==> src/rtl/ind_pkg.sv <==
package ind_pkg;

  typedef enum logic [1:0] {
    LVL_NONE = 2'b00,
    LVL_S    = 2'b01,
    LVL_VS   = 2'b10,
    LVL_M    = 2'b11
  } lvl_e;

  localparam logic [1:0] PRIV_U = 2'b00;
  localparam logic [1:0] PRIV_S = 2'b01;
  localparam logic [1:0] PRIV_M = 2'b11;

  localparam int unsigned NUM_LVL = 3;
  localparam int unsigned ALIAS_W = 3;

  typedef struct packed {
    logic               hit;
    logic               is_sel;
    lvl_e               lvl;
    logic [ALIAS_W-1:0] alias_idx;
  } dec_t;

  function automatic logic [1:0] lvl_slot(lvl_e l);
    case (l)
      LVL_S:   return 2'd1;
      LVL_VS:  return 2'd2;
      default: return 2'd0;
    endcase
  endfunction

endpackage

==> src/rtl/ind_addr_decode.sv <==
module ind_addr_decode
  import ind_pkg::*;
(
  input  logic [11:0] addr_i,
  output dec_t        dec_o
);

  logic [3:0] lo;
  assign lo = addr_i[3:0];

  always_comb begin
    dec_o.hit       = (addr_i[11:10] == 2'b00) && (addr_i[7:4] == 4'h5) &&
                      (addr_i[9:8] != 2'b00) && (lo <= 4'd7) && (lo != 4'd4);
    dec_o.is_sel    = (lo == 4'd0);
    dec_o.lvl       = lvl_e'(addr_i[9:8]);
    if (lo == 4'd0)      dec_o.alias_idx = '0;
    else if (lo < 4'd4)  dec_o.alias_idx = ALIAS_W'(lo - 4'd1);
    else                 dec_o.alias_idx = ALIAS_W'(lo - 4'd2);
  end

endmodule

==> src/rtl/ind_select_regs.sv <==
module ind_select_regs
  import ind_pkg::*;
#(
  parameter int unsigned XLEN = 32
) (
  input  logic                           clk_i,
  input  logic                           rst_ni,
  input  logic                           we_i,
  input  logic [1:0]                     slot_i,
  input  logic [XLEN-1:0]                wdata_i,
  output logic [NUM_LVL-1:0][XLEN-1:0]   sel_o
);

  for (genvar s = 0; s < NUM_LVL; s++) begin : g_sel
    logic [XLEN-1:0] q;
    always_ff @(posedge clk_i or negedge rst_ni) begin
      if (!rst_ni)                           q <= '0;
      else if (we_i && slot_i == 2'(s))      q <= wdata_i;
    end
    assign sel_o[s] = q;
  end


  sel_write_chk: assert property (@(posedge clk_i) disable iff (!rst_ni)
    we_i |=> sel_o[$past(slot_i)] == $past(wdata_i));

endmodule

==> src/rtl/ind_target_file.sv <==
module ind_target_file #(
  parameter int unsigned              XLEN      = 32,
  parameter int unsigned              NUM_TGT   = 4,
  parameter logic [NUM_TGT*2-1:0]     TGT_LVL   = '0,
  parameter logic [NUM_TGT*XLEN-1:0]  TGT_SEL   = '0,
  parameter logic [NUM_TGT*3-1:0]     TGT_ALIAS = '0,
  parameter logic [NUM_TGT*XLEN-1:0]  TGT_RST   = '0
) (
  input  logic            clk_i,
  input  logic            rst_ni,
  input  logic [1:0]      lkp_lvl_i,
  input  logic [XLEN-1:0] lkp_sel_i,
  input  logic [2:0]      lkp_alias_i,
  input  logic            we_i,
  input  logic [XLEN-1:0] wdata_i,
  output logic            hit_o,
  output logic [XLEN-1:0] rdata_o
);

  localparam int unsigned IDX_W = (NUM_TGT > 1) ? $clog2(NUM_TGT) : 1;

  logic [NUM_TGT-1:0]      match;
  logic [NUM_TGT-1:0]      wr_en;
  logic [NUM_TGT*XLEN-1:0] tgt_flat;
  logic [IDX_W-1:0]        pick;

  always_comb begin
    hit_o = 1'b0;
    pick  = '0;
    for (int g = NUM_TGT - 1; g >= 0; g--) begin
      if (match[g]) begin
        hit_o = 1'b1;
        pick  = IDX_W'(g);
      end
    end
  end

  for (genvar g = 0; g < NUM_TGT; g++) begin : g_tgt
    logic [XLEN-1:0] q;
    assign match[g] = (lkp_lvl_i == TGT_LVL[g*2 +: 2]) &&
                      (lkp_alias_i == TGT_ALIAS[g*3 +: 3]) &&
                      (lkp_sel_i == TGT_SEL[g*XLEN +: XLEN]);
    assign wr_en[g] = we_i && hit_o && (pick == IDX_W'(g));
    always_ff @(posedge clk_i or negedge rst_ni) begin
      if (!rst_ni)       q <= TGT_RST[g*XLEN +: XLEN];
      else if (wr_en[g]) q <= wdata_i;
    end
    assign tgt_flat[g*XLEN +: XLEN] = q;
  end

  assign rdata_o = hit_o ? tgt_flat[pick*XLEN +: XLEN] : '0;


  one_writer_chk: assert property (@(posedge clk_i) disable iff (!rst_ni)
    $onehot0(wr_en));


  miss_no_write_chk: assert property (@(posedge clk_i) disable iff (!rst_ni)
    !hit_o |=> $stable(tgt_flat));

endmodule

==> src/rtl/csr_ind_window.sv <==
module csr_ind_window
  import ind_pkg::*;
#(
  parameter int unsigned              XLEN      = 32,
  parameter int unsigned              NUM_TGT   = 4,
  parameter logic [NUM_TGT*2-1:0]     TGT_LVL   = {2'b10, 2'b01, 2'b11, 2'b11},
  parameter logic [NUM_TGT*XLEN-1:0]  TGT_SEL   = {32'h20, 32'h20, 32'h10, 32'h10},
  parameter logic [NUM_TGT*3-1:0]     TGT_ALIAS = {3'd1, 3'd1, 3'd5, 3'd0},
  parameter logic [NUM_TGT*XLEN-1:0]  TGT_RST   = {32'h0BAD_F00D, 32'h0000_0000,
                                                   32'h1111_2222, 32'hA5A5_0000}
) (
  input  logic            clk_i,
  input  logic            rst_ni,
  input  logic            req_valid_i,
  input  logic [11:0]     req_addr_i,
  input  logic            req_we_i,
  input  logic [XLEN-1:0] req_wdata_i,
  input  logic [1:0]      priv_i,
  input  logic            virt_i,
  output logic [XLEN-1:0] rdata_o,
  output logic            illegal_o,
  output logic            virtual_o
);

  dec_t                         dec;
  logic [NUM_LVL-1:0][XLEN-1:0] sel_vec;
  logic                         eff_v, priv_ge_s, acc;
  logic                         priv_ill, priv_virt, alias_miss;
  lvl_e                         tgt_lvl;
  logic [1:0]                   slot;
  logic [XLEN-1:0]              cur_sel, tgt_rdata;
  logic                         tgt_hit, ok, sel_we, tgt_we;

  ind_addr_decode u_dec (
    .addr_i (req_addr_i),
    .dec_o  (dec)
  );

  assign eff_v     = virt_i && (priv_i != PRIV_M);
  assign priv_ge_s = (priv_i == PRIV_S) || (priv_i == PRIV_M);
  assign acc       = req_valid_i && dec.hit;

  always_comb begin
    priv_ill  = 1'b0;
    priv_virt = 1'b0;
    if (acc) begin
      case (dec.lvl)
        LVL_M: priv_ill = (priv_i != PRIV_M);
        LVL_S: if (!priv_ge_s) begin
                 priv_virt = eff_v;
                 priv_ill  = !eff_v;
               end
        LVL_VS: begin
                 // Remapped supervisor accesses never reach this check
                 priv_virt = eff_v;
                 priv_ill  = !eff_v && !priv_ge_s;
               end
        default: ;
      endcase
    end
  end

  assign tgt_lvl = (dec.lvl == LVL_S && eff_v) ? LVL_VS : dec.lvl;
  assign slot    = lvl_slot(tgt_lvl);
  assign cur_sel = sel_vec[slot];

  ind_select_regs #(.XLEN(XLEN)) u_sel (
    .clk_i   (clk_i),
    .rst_ni  (rst_ni),
    .we_i    (sel_we),
    .slot_i  (slot),
    .wdata_i (req_wdata_i),
    .sel_o   (sel_vec)
  );

  ind_target_file #(
    .XLEN      (XLEN),
    .NUM_TGT   (NUM_TGT),
    .TGT_LVL   (TGT_LVL),
    .TGT_SEL   (TGT_SEL),
    .TGT_ALIAS (TGT_ALIAS),
    .TGT_RST   (TGT_RST)
  ) u_tgt (
    .clk_i       (clk_i),
    .rst_ni      (rst_ni),
    .lkp_lvl_i   (tgt_lvl),
    .lkp_sel_i   (cur_sel),
    .lkp_alias_i (dec.alias_idx),
    .we_i        (tgt_we),
    .wdata_i     (req_wdata_i),
    .hit_o       (tgt_hit),
    .rdata_o     (tgt_rdata)
  );

  assign alias_miss = acc && !dec.is_sel && !tgt_hit && !priv_ill && !priv_virt;
  assign illegal_o  = priv_ill  || (alias_miss && !eff_v);
  assign virtual_o  = priv_virt || (alias_miss && eff_v);
  assign ok         = acc && !illegal_o && !virtual_o;
  assign sel_we     = ok && req_we_i && dec.is_sel;
  assign tgt_we     = ok && req_we_i && !dec.is_sel;
  assign rdata_o    = !ok ? '0 : (dec.is_sel ? cur_sel : tgt_rdata);


  trap_excl_chk: assert property (@(posedge clk_i) disable iff (!rst_ni)
    !(illegal_o && virtual_o));


  trap_no_write_chk: assert property (@(posedge clk_i) disable iff (!rst_ni)
    (illegal_o || virtual_o) |=> $stable(sel_vec));


  vs_direct_chk: assert property (@(posedge clk_i) disable iff (!rst_ni)
    (req_valid_i && dec.hit && dec.lvl == LVL_VS && eff_v) |-> virtual_o);


  m_priv_chk: assert property (@(posedge clk_i) disable iff (!rst_ni)
    (req_valid_i && dec.hit && dec.lvl == LVL_M && priv_i != PRIV_M) |-> illegal_o);


  miss_zero_chk: assert property (@(posedge clk_i) disable iff (!rst_ni)
    (acc && !dec.is_sel && !tgt_hit) |-> (rdata_o == '0 && (illegal_o || virtual_o)));


  outside_quiet_chk: assert property (@(posedge clk_i) disable iff (!rst_ni)
    !acc |-> (!illegal_o && !virtual_o && rdata_o == '0));

endmodule

==> config.mk <==
export PLATFORM = sky130hd
export DESIGN_NAME = csr_ind_window
export DESIGN_NICKNAME = d
export VERILOG_FILES = /design/src/rtl/ind_pkg.sv /design/src/rtl/ind_addr_decode.sv /design/src/rtl/ind_select_regs.sv /design/src/rtl/ind_target_file.sv /design/src/rtl/csr_ind_window.sv
export SDC_FILE = /design/constraint.sdc
export NUM_CORES = 1
export LEC_CHECK = 0
export BUFFER_PORTS_ARGS = -buffer_cell sky130_fd_sc_hd__buf_4
export CORE_ASPECT_RATIO = 0.5
export CORE_UTILIZATION = 40
export DETAILED_ROUTE_END_ITERATION = 10
export GPL_TIMING_DRIVEN = 0
export PLACE_DENSITY = 0.54
export SETUP_SLACK_MARGIN = 0.1
export SYNTH_ARGS = -nofsm -noshare
export SYNTH_HDL_FRONTEND = slang
export SYNTH_HIERARCHICAL = 1
export SYNTH_SLANG_ARGS = --single-unit
export TNS_END_PERCENT = 1
==> constraint.sdc <==
create_clock -name clk_i -period 8.3 [get_ports clk_i]
set_input_delay 0.83 -clock clk_i [delete_from_list [all_inputs] [get_ports clk_i]]
set_output_delay 0.83 -clock clk_i [all_outputs]
set_load 0.02 [all_outputs]
Yosys cells after proc, flatten, opt, wreduce, memory -nomap -nowiden:

Cells that the tools add are included.

* register bits: 224
* bits in latches: 0
* RAM bits: 0
* bits in read-only memories: 0
* input bits: 51
* output and inout port bits: 34
* logic and storage cells: 108
* memories kept: 0

* $add $sub $neg: 2
* multiply operators: 0
* divide/modulo/power cells: 0
* $lt $le $gt $ge: 3
* equality and inequality tests: 20
* shift-type cells: 1
* mux-type cells: 23
* bitwise gates (word level): 0
* reductions and logical operators: 52

Operators by type and width (count)
* two-way mux 32 bit: 4
* indexed part select 128 x 8 -> 32 bit: 1
* binary-select mux 32 bit (select 2 bit): 1
* logical AND 1 bit: 35
* equality test 32 x 5 -> 1 bit, second input constant: 1
* equality test 32 x 6 -> 1 bit, second input constant: 1
* equality test 2 bit, second input constant: 8
* equality test 2 x 1 -> 1 bit, second input constant: 5
* two-way mux 2 bit: 5
* zero test 1 bit: 8
* two-way mux 1 bit: 8
* zero test 2 bit: 3
* two-way mux 3 bit: 2
* equality test 4 x 3 -> 1 bit, second input constant: 1
* <= comparator 4 x 3 -> 1 bit, second input constant: 1
* zero test 4 bit: 1
* less-than comparator 4 x 3 -> 1 bit, second input constant: 1
* inequality test 4 x 3 -> 1 bit, second input constant: 1
* one-hot mux 2 bit (2 select lines): 1
* equality test 3 x 1 -> 1 bit, second input constant: 1
* equality test 3 bit, second input constant: 1
* zero test 3 bit: 1
* logical OR 1 bit: 3
* less-than comparator 2 x 3 -> 1 bit, second input constant: 1
* 6 further kinds: 6

Depth between registers and ports, before layout:

Gate-level depths: netlist (run 1).

* depth after elaboration: 27
* depth in mapped cells: 24
* gate-level depth less buffers: 15

Hierarchy:

The synthesis (run 1) kept the hierarchy.

By module, submodules not included
* ind_target_file: times used 1, cells an instance 455, area each 6120.9 µm², sequential area each 3241.9 µm²
* ind_select_regs: times used 1, cells an instance 204, area each 3626.0 µm², sequential area each 2402.3 µm²
* csr_ind_window: times used 1, cells an instance 431, area each 2561.2 µm², sequential area each 0.0 µm²
* ind_addr_decode: times used 1, cells an instance 19, area each 137.6 µm², sequential area each 0.0 µm²

Worst setup path before layout (run 1):

No wires, ideal clock.

* path kind: input -> register
* from: input port req_addr_i[9]
* to: register u_tgt.g_tgt[0].q[0]
* setup time: 0.125 ns
* arrival time: 5.587 ns
* required time: 8.175 ns
* path slack: 2.588 ns
* cell stages on the path: 22
* buffers on the path: 8
* path through: buf_4 clkbuf_1 inv_1 ha_1 buf_6 clkbuf_1 a21oi_1 o21ai_0 nand3_1 or4_1 a2111o_1 clkbuf_1 inv_1 o211ai_1 a311o_1 buf_2 buf_6 nor3_1 nand4_1 nor4_4 buf_2 mux2_2

* longest elaborated chain between the ends: 26
* elaborated cells between the ends (all ways): 58
* those cells by class: eq/ne (8); mux (16); reduce/logical (34)

Ends and longest elaborated chain
* from (decl): RTL line csr_ind_window.sv:15 `input logic [11:0] req_addr_i,`
* equality test 2 x 1 -> 1 bit: RTL line csr_ind_window.sv:63 `assign tgt_lvl = (dec.lvl == LVL_S && eff_v) ? LVL_VS : dec.lvl;`
* logical AND 1 bit: RTL line csr_ind_window.sv:63
* two-way mux 2 bit (*): RTL line csr_ind_window.sv:63
* equality test 2 bit or equality test 2 x 1 -> 1 bit (tied branches): RTL line ind_pkg.sv:25 `case (l)`
* one-hot mux 2 bit (2 select lines) (*): RTL line ind_pkg.sv:25
* binary-select mux 32 bit (select 2 bit) (*): RTL line csr_ind_window.sv:65 `assign cur_sel = sel_vec[slot];`
* two-way mux 32 bit (not written as such) (*): RTL line csr_ind_window.sv:65
* named net cur_sel[5]: RTL line csr_ind_window.sv:31 `logic [XLEN-1:0] cur_sel, tgt_rdata;`
* [... 6 more ...]
* named net tgt_hit: RTL line csr_ind_window.sv:32 `logic tgt_hit, ok, sel_we, tgt_we;`
* [... 4 more ...]
* logical AND 1 bit: RTL line csr_ind_window.sv:96 `assign illegal_o = priv_ill || (alias_miss && !eff_v);`
* logical OR 1 bit: RTL line csr_ind_window.sv:96
* zero test 1 bit: RTL line csr_ind_window.sv:98 `assign ok = acc && !illegal_o && !virtual_o;`
* logical AND 1 bit: RTL line csr_ind_window.sv:98
* logical AND 1 bit (*): RTL line csr_ind_window.sv:98
* logical AND 1 bit (*) (2 in a row): RTL line csr_ind_window.sv:100 `assign tgt_we = ok && req_we_i && !dec.is_sel;`
* named net tgt_we: RTL line csr_ind_window.sv:32
* logical AND 1 bit (*) (2 in a row): RTL line ind_target_file.sv:43 `assign wr_en[g] = we_i && hit_o && (pick == IDX_W'(g));`
* to (signal assigned): RTL line ind_target_file.sv:45 `if (!rst_ni) q <= TGT_RST[g*XLEN +: XLEN];`
* to (signal assigned): RTL line ind_target_file.sv:46 `else if (wr_en[g]) q <= wdata_i;`
* to (decl): RTL line ind_target_file.sv:39 `logic [XLEN-1:0] q;`

The timed path passes the listed nets; every way through them passes the cells marked *. The select of a mux whose other input is x is not followed.
A chain may end at the register's enable or synchronous reset.

Worst setup path after layout (run 1):

* from: input port req_addr_i[9]
* to: register u_tgt.g_tgt[0].q[5]

The elaborated chain is that of the path after synthesis.

==> results.md, run 1 <==
Clock network:
- The maximum count of clock buffers along a single path is 3.
- The clock tree from TritonCTS is built.
- The post-CTS setup-driven buffer insertion count is 0.
- The clock transition at the registers of the reported paths is 0.07 ns.
- The total of cells resized after clock tree synthesis is 0.
- The number of clock sinks is 224.
- The number of hold buffers added after CTS was 0.
- Buffers inserted during clock tree synthesis total 22.
- The total number of H-tree levels is 1.
- The clock latency at the later pin of the worst-skew pair is about 0.53 ns.
- The clock root buffer is sky130_fd_sc_hd__clkbuf_16.

Critical path:
- The standard cell with the maximum stage delay on the critical path is sky130_fd_sc_hd__a2111o_1.
- The type of element capturing the critical path is a flip-flop.
- The dominant delay contributor by cell family on the critical path is buffers and inverters.
- The endpoint required time on the critical path is 8.71 ns.
- STA puts the critical path data arrival time at 8.29 ns.
- The largest fanout of any net on the critical path is 10.
- By instance count, the cell type seen most on the critical path is sky130_fd_sc_hd__clkbuf_1.
- The number of buffers and inverters on the critical path is 11.
- The launching point of the worst reg2reg path is u_sel/g_sel[2].q[8].
- The worst setup path category is in2reg.
- The endpoint identified for the worst register-to-register timing path is u_tgt/g_tgt[0].q[5].
- The worst stage delay on the critical path is between 0.6 and 0.7 ns.
- The flop-to-flop setup slack is ~1.8 ns.
- Walking the worst path, the cells encountered are buf_4 -> buf_4 -> clkbuf_1 -> inv_1 -> ha_1 -> buf_6 -> clkbuf_1 -> a21oi_1 -> o21ai_0 -> nand3_1 -> nor4_1 -> nand2_1 -> a2111o_1 -> clkbuf_1 -> inv_1 -> o211ai_1 -> a311o_1 -> buf_2 -> buf_6 -> nor3_1 -> nand4_1 -> nor4_4 -> buf_2 -> mux2_2.
- STA classifies the critical path startpoint as an input port.
- For the worst flop-to-flop path, the logic depth is 17.

Logic synthesis:
- Synthesis produced a netlist whose cell count is 1109.
- In the synthesized netlist the async set-or-reset flop fraction comes to 100%.
- For this run, the leading register cell type out of synthesis is sky130_fd_sc_hd__dfrtp_1.
- The number of nets in the synthesized netlist is 1166.
- By area the synthesized netlist is led by sky130_fd_sc_hd__dfrtp_1 39%, sky130_fd_sc_hd__mux2_2 17%, sky130_fd_sc_hd__dfstp_2 6.5%, sky130_fd_sc_hd__a21oi_1 3.9%, sky130_fd_sc_hd__mux2_4 3.6%.
- The mean area per synthesized cell is 11.2 µm².
- Of the synthesized area, sequential elements account for 45.4%.
- Counting flops with a built-in enable in the synthesized netlist gives 0.
- The synthesized netlist occupies a cell area of 12400 µm².
- The top-area cell type share of the netlist area is 38.8%.
- The number of distinct library cell variants in the gate-level netlist after synthesis is between 50 and 60.
- For this run, the number of Yosys warnings is 6.
- sky130_fd_sc_hd__dfrtp_1 takes more of the synthesized area than any other cell.
- After synthesis the netlist holds a flip-flop and latch count of 224.

Die:
- The vertical die dimension is 127 µm.
- The area of the die is 31900 µm².
- The floorplan core area is roughly 30000 µm².
- The die boundary width is 251 µm.
- The floorplan has between 40 and 50 rows.
- In this run the count of I/O pins placed on the die edge is 85.
- The effective utilization at floorplan is between 40% and 50%.

STA:
- The clock tree skew after final layout is 0.0137 ns.
- The tightest slew margin relative to the limit is between 30% and 40%.
- The routed design could run at a clock period as short as 7.87 ns.
- The actual transition at the worst max-transition pin is 0.997 ns.
- Setup repair after global routing left no endpoint under its margin.
- The total count of max-transition violations in the final report is 0.
- The number of hold-slack violations in the final timing report is 0.
- Setup total negative slack on the finished layout was measured at 0 ns.
- Timing would allow up to 127 MHz.
- Setup violations remaining at the end of the flow were counted as 0.
- After layout, the worst path uses 94.9% of the clock period.

Layout:
- The synthesis-to-finish area growth is 15.5%.
- The count of filler cells inserted in the layout is 2856.
- The multi-input combinational cells in the finished layout cover a total of slightly above 6000 µm².
- Leaving out fill and tap cells, the most frequent cell in the layout is sky130_fd_sc_hd__dfrtp_1.
- Cells fill 47.2% of the core in the end.
- The sequential cell area is 5640 µm².
- The layout cell share with drive strength beyond 1 is 39.5%.
- The antenna cell count is 0.
- The number of nets in the final layout is 1276.
- In the layout the commonest cells are 193 x sky130_fd_sc_hd__dfrtp_1, 185 x sky130_fd_sc_hd__mux2_2, 97 x sky130_fd_sc_hd__a21oi_1, 94 x sky130_fd_sc_hd__buf_4, 67 x sky130_fd_sc_hd__nand3_1.
- Once layout is done, the placed cells without fillers occupy roughly 14000 µm².

Global routing:
- The number of global-route vias before repair is 9941.
- The initial antenna violation count is 0.
- The pin count of the biggest net entering global routing is 118.
- The aggregate global-route resource usage is between 20% and 30%.
- Global routing finished with a remaining overflow of 0.
- The first global-routing pass estimated 61200 µm of wire.

Placement:
- The instance area after placement is 13700 µm².
- The number of port buffers is 84.
- The final weighted congestion in routability-driven placement is 0.889.
- Detailed placement ended at an HPWL of 26900 µm.

Drt:
- The wire length per cell after detailed routing is 23.9 µm.
- After detailed routing, the number of remaining DRC violations is 0.
- Once detail routing completed, the nets flagged for antenna violations numbered 0.
- The detailed router placed approximately 9800 vias in this run.
- The detailed-router iteration count before antenna repair is 5.
- After detailed routing, the number of vias per cell comes to 5.90.
- The violation count after the first detailed-route iteration is 790.
- Wires add up to ~40000 µm.

Pwr:
- Power spread over the standard cell area amounts to 158 nW/µm².
- The analysis attributes to cell leakage a power of 6.44 nW.
- The worst-case IR drop observed on VDD is 0.121 mV.
- The completed layout was analyzed and its total power is between 2 and 2.5 mW.

Job:
- The number of maximum-capacitance violations is 0.

Outcome:
- The flow ran to the end, and the final reports show no timing, DRC or antenna violations.

Min path:
- The type of the most critical hold path is in2async.
routing by layer:
layer	global-route usage, %	up-vias	wire length [µm]
met4	7.60	0	1130
met2	38.5	317	17500
met5	0	-	0
met3	4.08	73	2200
li1	-	4310	-
met1	36.7	5078	18700
stage by stage:
stage | setup slack, ns | hold slack [ns] | instances
4_1_cts | 0.617 | 0.150 | 1657
5_1_grt | 0.210 | 0.158 | 1657
2_1_floorplan | 2.59 | 0.458 | 1109
3_5_place_dp | 0.0789 | 0.478 | 1618
3_3_place_gp | 0.0908 | 0.469 | 1616
6_report | 0.427 | 0.157 | 1657
registers in the layout (all words and copies together) (netlist names):
register / cells
u_sel/g_sel.q: 96
u_tgt/g_tgt.q: 128
synthesized netlist by cell type, drive strengths merged, types with 2 or more instances:
cell	instances
o21bai	2
inv	10
dfrtp	193
clkbuf	48
ha	6
o21ai	35
nand4	3
nor2	39
nor4	13
nand2b	2
nor2b	35
nand3	69
a22oi	32
a22o	32
or4	4
nand2	66
and2	3
nor3	2
mux2	224
dfstp	31
nand3b	3
buf	44
a311oi	32
or2	32
o211ai	34
nor3b	2
a21oi	98
layout make-up:
type / count / share of cell area (%)
Buffer: 92 / 3.75
Clock buffer: 29 / 4.08
Clock inverter: 10 / 0.801
Inverter: 11 / 0.287
Multi-Input combinational cell: 782 / 43.3
Sequential cell: 224 / 39.3
Tap cell: 423 / 3.68
Timing Repair Buffer: 86 / 4.82
how the worst max path moves through the flow:
stage                              from                  end  slack (ns)  cells after the start
after floorplan           req_addr_i[9]  u_tgt/g_tgt[0].q[0]        2.59                     22
after global placement    req_addr_i[9]  u_tgt/g_tgt[0].q[8]        0.09                     24
after detailed placement  req_addr_i[9]  u_tgt/g_tgt[0].q[5]        0.08                     24
after CTS                 req_addr_i[9]  u_tgt/g_tgt[0].q[5]        0.62                     24
after global routing      req_addr_i[9]  u_tgt/g_tgt[0].q[1]        0.21                     24
final                     req_addr_i[9]  u_tgt/g_tgt[0].q[5]        0.43                     24
power by group:
part | leakage [nW] | internal [mW] | switching [mW]
clock network | 0.348 | 0.563 | 0.439
registers | 3.02 | 1.09 | 0.0000280
logic | 3.07 | 0.0487 | 0.129
total | 6.44 | 1.70 | 0.568
kinds of logic (layout without fill, tap and decap cells):
kind of cell             after synthesis  count (layout)  synth area share, %
AND/OR/NAND/NOR                      278             278                 12.1
AO/OA/AOI/OAI                        273             273                 16.1
multiplexers                         224             224                 21.2
flip-flops                           224             224                 45.4
buffers and inverters                103             228                 4.66
adder cells (fa/ha/maj)                6               6                0.603
XOR/XNOR                               1               1               0.0704
(Power assumes the default switching activity.)
==> run 2, diff against run 1 <==
ABC_AREA = 1   (was default)
HOLD_SLACK_MARGIN = 0.1   (was default)
clock period = 8.8 ns   (was 8.3 ns; I/O delays follow)
==> run 2 against run 1 <==
Net effect:
- non-clock buffer count grew 38
- critical path depth grew 4
- area after synthesis grew 3.2%
- clock skew increased by 0.020 ns
- register-to-register slack improved by 2.5 ns
- worst hold slack improved by 0.23 ns
- core utilization grew 0.57 points
- sequential share of layout area is 1.1 points lower
- routed wire length grew 12%
- first-iteration DRC count rose by 52%
- combinational power down 13%
- via count up 23%
- critical path type is now in2out
- largest cell class unchanged
==> results.md, run 2 <==
Layout:
- The number of standard cells in the final layout excluding fillers is 2281 (+38%).
- The flip-flop count of the largest register, all copies and words added is 128 (unchanged).
- The largest register by flop count is u_tgt/g_tgt.q.
- The antenna cell count is 0 (unchanged).
- The largest registers in the layout are u_tgt/g_tgt.q (128), u_sel/g_sel.q (96).
- The sequential cell area was 5640 µm² (unchanged).
- The number of nets in the final layout is 1898 (+49%).
- In the layout the commonest cells are 672 x sky130_fd_sc_hd__nand2_1, 193 x sky130_fd_sc_hd__dfrtp_1, 163 x sky130_fd_sc_hd__nand3_1, 130 x sky130_fd_sc_hd__nand4_1, 107 x sky130_fd_sc_hd__buf_4.
- The layout cell share with drive strength beyond 1 came to 19.3% (-20 points).
- The area occupied by multi-input gates is 5960 µm² (-4.4%).
- The area growth from synthesis to layout is 15.1%.
- The count of filler cells inserted in the layout is 3141 (+10%).
- Leaving out fill and tap cells, the most frequent cell in the layout is sky130_fd_sc_hd__nand2_1.

Drt:
- The sum of met3 wire segment lengths after detailed routing is 3940 µm (+79%).
- The detailed-router iteration count before antenna repair is 6 (+1).
- The wire length after detailed routing is 44200 µm (+12%).
- The violation count after the first detailed-route iteration is 1204 (+52%).
- The remaining antenna violation count after routing is 0 (unchanged).
- The total number of vias came to 12000 (+23%).
- The highest metal layer carrying signal wires in the routed design is met4.
- The total routed wire length on the met1 layer was 21500 µm (+15%).
- The wire length per cell after detailed routing is 19.4 µm (-19%).
- The DRC violation count after routing came to 0 (unchanged).
- The amount of wire on met2 after detailed routing was 18300 µm (+4.2%).
- The post-detailed-route via-to-cell ratio is 5.26 (-11%).

STA:
- The number of setup violations in the final report is 0 (unchanged).
- The total count of max-transition violations in the final report is 0 (unchanged).
- The ratio of final minimum period to clock period is 72.5%.
- The clock tree skew after final layout was 0.0333 ns (+0.0195 ns).
- The tightest slew margin relative to the limit is 42.7% (+9.2 points).
- Setup repair after global routing left no endpoint under its margin.
- The maximum clock frequency is 157 MHz.
- The actual transition at the worst max-transition pin is 0.853 ns (-0.144 ns).
- The setup TNS after final layout is 0 ns (unchanged).
- The number of hold-slack violations in the final timing report is 0 (unchanged).
- The clock period minus final worst setup slack is 6.38 ns.

Global routing:
- The initial antenna violation count came to 1 (+1).
- The aggregate global-route resource usage is 27.3% (+2.1 points).
- The number of global-route vias before repair is 11800 (+18%).
- The pin count of the biggest net entering global routing came to 117 (-0.85%).
- The remaining global-route overflow is 0 (unchanged).
- The first-pass GRT wire length is 69000 µm (+13%).

Die:
- The effective utilization at floorplan is 41.5% (+0.62 points).
- The area of the die was 32900 µm² (+3.2%).
- The floorplan core area is 31000 µm² (+1.7%).
- The vertical die dimension came to 129 µm (+1.6%).
- The I/O pin count is 85 (unchanged).
- The die boundary width is 255 µm (+1.6%).
- The number of cell rows is 45 (unchanged).

Pwr:
- The relative contribution of combinational cells to total power is 7.0% (-0.8 points).
- The switching power of the nets was 560 µW (-1.4%).
- The leakage power figure is 7.70 nW (+20%).
- The maximum resistive drop on vdd is 0.100 mV (-17%).
- The internal power of the cells is 1.63 mW (-4.1%).
- The part of the power in the clock network came to 46.0% (+1.9 points).
- The part of the power in registers came to 47.0% (-1.1 points).
- The net switching fraction of the power is 25.5% (+0.53 points).
- The total power density per cell area came to 148 nW/µm² (-6.1%).

Critical path:
- The worst setup path startpoint is req_addr_i[9].
- The worst setup path category is in2out.
- The number of buffers and inverters on the critical path is 10 (-1).
- The worst setup path is launched from an input port.
- The largest fanout of any net on the critical path is 11 (+1).
- The kind of cell with the highest combined delay along the critical path is simple AND/OR/NAND/NOR gates.
- The standard cell with the maximum stage delay on the critical path is sky130_fd_sc_hd__a21oi_4.
- The worst stage delay on the critical path is 0.39 ns (-0.24 ns).
- The data arrival time of the critical path is 5.50 ns (-2.79 ns).
- In this run the critical register-to-register path is launched from u_sel/g_sel[1].q[23].
- The endpoint required time on the critical path is 7.92 ns (-0.79 ns).
- The worst setup path is captured at a primary output.

Logic synthesis:
- The sequential cell area fraction in the yosys report was 43.9% (-1.4 points).
- The share of the synthesized netlist area taken by xor and xnor gates is 0% (-0.070 points).
- The share of async-settable or async-resettable flops after synthesis is 100% (unchanged).
- The post-synthesis simple-gate area fraction came to 39.3% (+27 points).
- The adder-cell share of the synthesized area is 0.584% (-0.019 points).
- The total of flip-flops plus latches after synthesis is 224 (unchanged).
- The number of instances in the synthesized netlist was 1731 (+56%).
- The number of nets in the synthesized netlist is 1788 (+53%).
- The number of enable-type register cells in the synthesized netlist was 0 (unchanged).
- The post-synthesis mux area share is 0% (-21 points).
- By area the synthesized netlist is led by sky130_fd_sc_hd__dfrtp_1 38%, sky130_fd_sc_hd__nand2_1 20%, sky130_fd_sc_hd__nand3_1 6.4%, sky130_fd_sc_hd__dfstp_2 6.3%, sky130_fd_sc_hd__nand4_1 6.3%.
- The most used flip-flop cell after synthesis is sky130_fd_sc_hd__dfrtp_1.
- The number of warnings issued by yosys was 6 (unchanged).
- The area of the mapped netlist is 12800 µm² (+3.2%).
- The number of distinct library cell variants in the gate-level netlist after synthesis came to 36 (-33%).
- Among all cell types in the netlist, the one instantiated most often is sky130_fd_sc_hd__nand2_1.
- Counting instances in the post-synthesis netlist gives the leading cell types as 672 x sky130_fd_sc_hd__nand2_1, 193 x sky130_fd_sc_hd__dfrtp_1, 163 x sky130_fd_sc_hd__nand3_1.
- The area fraction in compound gates after synthesis is 6.44% (-9.6 points).
- The mean area per synthesized cell was 7.42 µm² (-34%).
- After synthesis, the largest family of logic cells by area is simple AND/OR/NAND/NOR gates.
- The cell type contributing the most total cell area after synthesis is sky130_fd_sc_hd__dfrtp_1.
- The top-area cell type share of the netlist area is 37.6% (-1.2 points).

Clock network:
- The total of cells resized after clock tree synthesis is 0 (unchanged).
- The maximum count of clock buffers along a single path is 3 (unchanged).
- The clock tree from TritonCTS is built.
- The clock latency at the later pin of the worst-skew pair was 0.56 ns (+0.03 ns).
- The TritonCTS buffer count is 23 (+4.5%).
- Clock tree synthesis selected as its root buffer the cell sky130_fd_sc_hd__clkbuf_16.
- The total number of H-tree levels is 1 (unchanged).
- The number of clock sinks was 224 (unchanged).
- The clock transition at the registers of the reported paths was 0.07 ns (about the same).
- The post-CTS setup-driven buffer insertion count came to 0 (unchanged).
- The quantity of hold-fixing buffers added after cts is 0 (unchanged).

Placement:
- The number of port buffers came to 84 (unchanged).
- The number of placed cells counting well taps is 2239 (+38%).
- The HPWL after detailed placement was 32300 µm (+20%).
- The final weighted congestion in routability-driven placement came to 0.904 (+1.7%).

Outcome:
- The flow ran to the end, and the final reports show no timing, DRC or antenna violations.

Job:
- The number of maximum-capacitance violations came to 0 (unchanged).

Min path:
- The tightest min-delay check is of the in2async type.
## run 2: layer usage
metal	global-route usage [%]	up-vias
met5	0	-
met4	4.36	0
met3	7.64	45
met2	40.3	406
met1	40.2	5731
li1	-	5811
## run 2: kinds of logic after synthesis
family,count (synthesis)
flip-flops,224
AND/OR/NAND/NOR,1128
adder cells (fa/ha/maj),6
buffers and inverters,237
AO/OA/AOI/OAI,136
## run 2: worst register-to-register path, stage by stage (launching register included)
cell and delay [ns]:
sky130_fd_sc_hd__dfrtp_1 0.39, sky130_fd_sc_hd__nand4_1 0.10, sky130_fd_sc_hd__nand2_1 0.06, sky130_fd_sc_hd__inv_1 0.04, sky130_fd_sc_hd__nand2_1 0.14, sky130_fd_sc_hd__nor2_1 0.13, sky130_fd_sc_hd__and2_1 0.15, sky130_fd_sc_hd__nand2_2 0.07
sky130_fd_sc_hd__nor2_4 0.20, sky130_fd_sc_hd__nand3_4 0.15, sky130_fd_sc_hd__inv_2 0.19, sky130_fd_sc_hd__nor2_1 0.09, sky130_fd_sc_hd__nand2_4 0.12, sky130_fd_sc_hd__buf_4 0.20, sky130_fd_sc_hd__nor2_1 0.14, sky130_fd_sc_hd__nand3_1 0.16
sky130_fd_sc_hd__nor2_1 0.08, sky130_fd_sc_hd__a21oi_4 0.39, sky130_fd_sc_hd__nand3_1 0.20, sky130_fd_sc_hd__nor2_1 0.12, sky130_fd_sc_hd__buf_2 0.31, sky130_fd_sc_hd__nand3_2 0.37, sky130_fd_sc_hd__clkbuf_1 0.38, sky130_fd_sc_hd__nand2_1 0.13
sky130_fd_sc_hd__o21ai_1 0.08
## run 2: area by class of cell
| class | count | area share [%] |
|---|---|---|
| clock buffer | 30 | 4.20 |
| multi-input combinational | 1270 | 40.3 |
| inverter | 106 | 2.71 |
| clock inverter | 12 | 0.871 |
| sequential | 224 | 38.2 |
| buffer | 131 | 5.71 |
| timing repair buffer | 85 | 4.50 |
| tap | 423 | 3.58 |
## run 2: path summary, 6_finish.rpt
kind                                   endpoint  slack (ns)  depth (start not counted)
setup / recovery                    rdata_o[13]        2.42                         28
hold / removal              u_tgt/g_tgt[1].q[6]        0.38                          1
setup reg to reg           u_tgt/g_tgt[3].q[20]        4.29                         24
hold reg to reg            u_tgt/g_tgt[1].q[28]        0.46                          2
max in group asynchronous  u_sel/g_sel[1].q[29]        7.29                          2
min in group clk_i         u_tgt/g_tgt[1].q[28]        0.46                          2
## run 2: through the flow
stage	power [mW]	util [%]	setup slack, ns	cell area (µm²)	hold slack (ns)
final	2.19	47.8	2.42	14800	0.383
after global routing	2.28	47.8	2.14	14800	0.445
after CTS	2.22	47.8	2.51	14800	0.418
after detailed placement	1.20	45.3	2.38	14000	0.453
after global placement	1.20	45.2	2.37	14000	0.451
after floorplan	1.11	-	3.76	12800	0.442
## run 2: power groups by stage
stage | combinational, mW | clock [mW] | sequential [mW]
5_1_grt | 0.168 | 1.08 | 1.03
3_5_place_dp | 0.154 | 0 | 1.05
3_3_place_gp | 0.150 | 0 | 1.05
6_report | 0.155 | 1.01 | 1.03
4_1_cts | 0.154 | 1.04 | 1.03
2_1_floorplan | 0.0641 | 0 | 1.05
